$ cat config.mk
export PLATFORM = sky130hd
export DESIGN_NAME = bus_arbiter_xr
export DESIGN_NICKNAME = d
export VERILOG_FILES = /design/src/rtl/arb_pkg.sv /design/src/rtl/xreq_sampler.sv /design/src/rtl/dma_pair_tracker.sv /design/src/rtl/arb_fsm.sv /design/src/rtl/bus_arbiter_xr.sv
export SDC_FILE = /design/constraint.sdc
export NUM_CORES = 1
export LEC_CHECK = 0
export CAP_MARGIN = 20
export CORE_AREA = 8 8 45 47
export CTS_BUF_LIST = sky130_fd_sc_hd__clkbuf_4
export CTS_CLUSTER_DIAMETER = 80
export DETAILED_ROUTE_END_ITERATION = 7
export DIE_AREA = 0 0 53 55
export SYNTH_ARGS = -nofsm -noshare
export SYNTH_HDL_FRONTEND = slang
export SYNTH_SLANG_ARGS = --single-unit
export TNS_END_PERCENT = 50
$ cat constraint.sdc
create_clock -name clk -period 1.56 [get_ports clk]
set_clock_uncertainty 0.2 [all_clocks]
set_input_delay 0.234 -clock clk [delete_from_list [all_inputs] [get_ports clk]]
set_output_delay 0.234 -clock clk [all_outputs]
set_load 0.1 [all_outputs]
$ cat src/rtl/arb_pkg.sv
package arb_pkg;
  localparam int N_MST = 4;

  typedef enum logic [2:0] {
    OWN_CPU  = 3'd0,
    OWN_DMA  = 3'd1,
    OWN_RFSH = 3'd2,
    OWN_EXT  = 3'd3,
    OWN_NONE = 3'd4
  } owner_t;

  // fixed priority: external > refresh > DMA > CPU
  function automatic owner_t pick_winner(input logic ext_ok, input logic rfsh, input logic dma);
    if (ext_ok)    return OWN_EXT;
    else if (rfsh) return OWN_RFSH;
    else if (dma)  return OWN_DMA;
    else           return OWN_CPU;
  endfunction

  function automatic logic [N_MST-1:0] grant_of(input owner_t o);
    logic [N_MST-1:0] g;
    g = '0;
    for (int i = 0; i < N_MST; i++)
      if (o == owner_t'(i)) g[i] = 1'b1;
    return g;
  endfunction
endpackage

$ cat src/rtl/xreq_sampler.sv
module xreq_sampler (
  input  logic clk,
  input  logic rst_n,
  input  logic req_n,
  output logic want,
  output logic quit
);
  logic smp_now, smp_prev;

  always_ff @(posedge clk or negedge rst_n) begin
    if (!rst_n) begin
      smp_now  <= 1'b1;
      smp_prev <= 1'b1;
    end else begin
      smp_now  <= req_n;
      smp_prev <= smp_now;
    end
  end

  assign want = !smp_now;
  assign quit = smp_now && smp_prev;
endmodule

$ cat src/rtl/dma_pair_tracker.sv
module dma_pair_tracker (
  input  logic clk,
  input  logic rst_n,
  input  logic active,
  input  logic cyc_done,
  input  logic dma_req,
  output logic in_write,
  output logic boundary
);
  logic xfer_end, idle;

  always_ff @(posedge clk or negedge rst_n) begin
    if (!rst_n)                  in_write <= 1'b0;
    else if (active && cyc_done) in_write <= !in_write;
  end

  assign xfer_end = active && cyc_done && in_write;
  assign idle     = active && !dma_req && !in_write;
  assign boundary = xfer_end || idle;


  no_split_chk: assert property (@(posedge clk) disable iff (!rst_n)
    (active && in_write && !cyc_done) |=> active);
endmodule

$ cat src/rtl/arb_fsm.sv
module arb_fsm
  import arb_pkg::*;
(
  input  logic   clk,
  input  logic   rst_n,
  input  logic   ext_ok,
  input  logic   ext_quit,
  input  logic   rfsh_req,
  input  logic   rfsh_done,
  input  logic   dma_req,
  input  logic   dma_bnd,
  input  logic   cpu_bnd,
  output owner_t own
);
  owner_t win, nxt;

  assign win = pick_winner(ext_ok, rfsh_req, dma_req);

  always_comb begin
    nxt = own;
    unique case (own)
      OWN_CPU:  if (cpu_bnd && win != OWN_CPU) nxt = OWN_NONE;
      OWN_DMA:  if (dma_bnd && win != OWN_DMA) nxt = OWN_NONE;
      OWN_RFSH: if (rfsh_done || !rfsh_req)    nxt = OWN_NONE;
      OWN_EXT:  if (ext_quit)                  nxt = OWN_NONE;
      default:                                 nxt = win;
    endcase
  end

  always_ff @(posedge clk or negedge rst_n) begin
    if (!rst_n) own <= OWN_CPU;
    else        own <= nxt;
  end


  gap_once_chk: assert property (@(posedge clk) disable iff (!rst_n)
    (own == OWN_NONE) |=> (own != OWN_NONE));
endmodule

$ cat src/rtl/bus_arbiter_xr.sv
module bus_arbiter_xr
  import arb_pkg::*;
(
  input  logic             clk,
  input  logic             rst_n,
  input  logic             rel_en,
  input  logic             ext_req_n,
  input  logic             rfsh_req,
  input  logic             rfsh_done,
  input  logic             dma_req,
  input  logic             dma_cyc_done,
  input  logic             cpu_bnd,
  output logic [N_MST-1:0] gnt,
  output logic             ext_ack_n,
  output logic             bus_oe,
  output logic             cs_hold_hi
);
  logic   ext_want, ext_quit, dma_in_write, dma_bnd;
  owner_t own;

  xreq_sampler u_smp (
    .clk   (clk),
    .rst_n (rst_n),
    .req_n (ext_req_n),
    .want  (ext_want),
    .quit  (ext_quit)
  );

  dma_pair_tracker u_dma (
    .clk      (clk),
    .rst_n    (rst_n),
    .active   (own == OWN_DMA),
    .cyc_done (dma_cyc_done),
    .dma_req  (dma_req),
    .in_write (dma_in_write),
    .boundary (dma_bnd)
  );

  arb_fsm u_fsm (
    .clk       (clk),
    .rst_n     (rst_n),
    .ext_ok    (ext_want && rel_en),
    .ext_quit  (ext_quit),
    .rfsh_req  (rfsh_req),
    .rfsh_done (rfsh_done),
    .dma_req   (dma_req),
    .dma_bnd   (dma_bnd),
    .cpu_bnd   (cpu_bnd),
    .own       (own)
  );

  logic released;
  assign released   = (own == OWN_EXT);
  assign gnt        = grant_of(own);
  assign ext_ack_n  = !released;
  assign bus_oe     = !released;
  assign cs_hold_hi = released;


  grant_onehot_chk: assert property (@(posedge clk) disable iff (!rst_n)
    $onehot0(gnt));


  no_direct_swap_chk: assert property (@(posedge clk) disable iff (!rst_n)
    (gnt != '0 && $past(gnt) != '0) |-> (gnt == $past(gnt)));


  enable_at_grant_chk: assert property (@(posedge clk) disable iff (!rst_n)
    $rose(gnt[3]) |-> $past(rel_en));


  two_high_end_chk: assert property (@(posedge clk) disable iff (!rst_n)
    $rose(ext_ack_n) |-> ($past(ext_req_n, 2) && $past(ext_req_n, 3)));


  cpu_hold_chk: assert property (@(posedge clk) disable iff (!rst_n)
    (gnt == 4'b0001 && !cpu_bnd) |=> (gnt == 4'b0001));

  // write half pending keeps DMA as owner
  dma_pair_chk: assert property (@(posedge clk) disable iff (!rst_n)
    (gnt == 4'b0010 && dma_in_write && !dma_cyc_done) |=> (gnt == 4'b0010));
endmodule

==> run summary <==
worst slack, placed -> -101 ps
final setup margin -> -134 ps
detailed-routing iteration count for the pre-antenna-repair pass -> 4
synth warn -> 0
net count after synthesis -> 40
Slew Viols, Final -> 0
most frequent cells in the layout -> 10 x buf_4, 8 x clkdlybuf4s50_1, 7 x buf_12
Critical Path Source Type -> flip-flop
status -> finished with violations
WP data arrival -> 1260 ps
RePlAce Congestion -> 0.775
hold slack -> 23.4 ps
HP Class -> in2async
DIE WIDTH -> 53 µm
relative slew slack -> 0.824
Yosys cell types -> 19
drt via density -> 4.52
synth-to-layout area growth -> 123%
most common cell after layout, fill and taps aside -> buf_4
initial antenna violation count -> 0
RSZ-0062 raised after global routing -> yes
non-filler instance count after layout -> 75
GRT Total Usage -> 0.0653
Final min period -> 1690 ps
Routed Antenna Nets -> 0
Residual DRC -> 0
Root Buffer -> clkbuf_4
register bit total from synthesis -> 6
CTS tree -> yes
largest net degree at the start of global routing -> 7
Gate Count Post-Synth -> 31
Post-Synthesis Cell Area -> 319 µm²
failing checks -> setup timing
Pwr Density -> 2000 nW/µm²
Ports -> 16
Die Span Y -> 55 µm
Synth area leader -> dfrtp_1
Longest Clk Path Bufs -> 2
sequential area share after synthesis -> 0.478
peak supply drop -> 0.807 mV
clock-pin slew on the worst setup and hold paths -> 50 ps
I/O Buffers -> 15
Register-to-Register Path Depth -> 5
number of fill cells -> 137
die area -> 2920 µm²
WS Path Type -> reg2out
first-pass GRT wire length -> 1460 µm
syn_area_per_cell -> 10.3 µm²
setup violators final -> 9
# nets final -> 69
Cell Rows -> 14
DR vias -> 339
clk_lat worst skew -> 240 ps
Core Area -> 1380 µm²
routed len/inst -> 12.2 µm
Tcrit/Tclk final -> 1.09
final cell utilization of the core -> 0.514
Max FO, Critical Path -> 5
H-tree depth -> 1
Synth top area share -> 0.314
worst-margin pin slew -> 263 ps
# hold bufs at CTS -> 0
Overflow after GRT -> 0
Final Hold Viols -> 0
crit end category -> output port
Placed Instances -> 67
Starting Density -> 0.231
Peak Freq -> 590 MHz
share of layout cells above drive strength 1 -> 0.559
DRT iter0 DRCs -> 6
Clock Sink Count -> 6
leakage -> 0.335 nW
vias in the first global route -> 363
ANT cells -> 0
synth top area cells -> dfrtp_1 31%, dfstp_2 16%, buf_4 7.1%
Req. time, crit path -> 1130 ps
drt total wl -> 912 µm
Final HPWL DP -> 687 µm
CTS Buf Count -> 3
Max Cap Viol -> 0
-- registers in the layout, summed over array words and instances (netlist names) --
signal and cells:
u_fsm.own 3, u_smp.smp_prev 1, u_dma.in_write 1, u_smp.smp_now 1
-- cells in the mapped netlist, drive strengths merged --
library cell	instances
buf	3
o21ai	3
nand3b	1
dfrtp	4
nor3b	2
xnor2	1
a32oi	1
o211a	1
nor3	1
nand2	3
a21o	1
a22o	1
dfstp	2
a211oi	1
o31ai	1
nor2b	2
inv	3
-- layout make-up --
| class | count | area [µm²] | area share |
|---|---|---|---|
| Timing Repair Buffer | 27 | 318 | 0.446 |
| Sequential cell | 6 | 155 | 0.218 |
| Inverter | 3 | 25.0 | 0.0351 |
| Tap cell | 16 | 20.0 | 0.0281 |
| Clock buffer | 4 | 30.0 | 0.0422 |
| Multi-Input combinational cell | 19 | 164 | 0.230 |
-- final timing paths --
| kind | endpoint | slack [ps] | from |
|---|---|---|---|
| max | gnt[1] | -130 | u_fsm.own[2]$_DFFE_PN0P_ |
| min | u_dma.in_write$_DFFE_PN0P_ | 20 | rst_n |
| max reg2reg | u_fsm.own[2]$_DFFE_PN0P_ | -60 | u_fsm.own[1]$_DFFE_PN0P_ |
| min reg2reg | u_smp.smp_prev$_DFF_PN1_ | 170 | u_smp.smp_now$_DFF_PN1_ |
| max in group asynchronous | u_smp.smp_prev$_DFF_PN1_ | 860 | rst_n |
| min in group clk | u_smp.smp_prev$_DFF_PN1_ | 170 | u_smp.smp_now$_DFF_PN1_ |
-- report_power, final --
group          total, W  internal (W)  leakage (nW)  switching [W]
sequential     0.000288      0.000214        0.0684      0.0000735
clock          0.000171      0.000114        0.0184      0.0000564
combinational  0.000963      0.000431         0.248       0.000532
-- kinds of logic (layout without fill, tap and decap cells) --
| logic type | Yosys count | count (layout) | synth area share |
|---|---|---|---|
| AOI/OAI and AO/OA | 9 | 9 | 0.227 |
| xor gates and xnor gates | 1 | 1 | 0.0275 |
| buffers and inverters | 6 | 34 | 0.106 |
| DFF | 6 | 6 | 0.478 |
| and+or+nand+nor | 9 | 9 | 0.161 |
-- worst max-delay path: stages (launching register included) --
cell and delay [ps]:
dfrtp_2 450, nor3b_2 250, buf_4 170, buf_12 170
-- routing by layer --
| layer | track usage | routed length [µm] |
|---|---|---|
| met2 | 0.113 | 466 |
| met1 | 0.0692 | 351 |
| met3 | 0.0267 | 94 |
| met5 | 0 | 0 |
| met4 | 0.0259 | 0 |
-- repair_timing --
item	4_1_cts	5_1_grt
endpoints found under the setup margin	8	9
pin swaps	2	2
gates resized for setup	2	4
setup buffers	1	3
-- per-stage QoR --
| stage | power [W] | area [µm²] | TNS [ps] |
|---|---|---|---|
| after floorplan | 0.000811 | 358 | -5910 |
| after global placement | 0.00115 | 628 | -157 |
| after detailed placement | 0.00115 | 628 | -156 |
| after CTS | 0.00136 | 674 | -892 |
| after global routing | 0.00148 | 712 | -1280 |
| final | 0.00142 | 712 | -840 |
(Power assumes the default switching activity.)
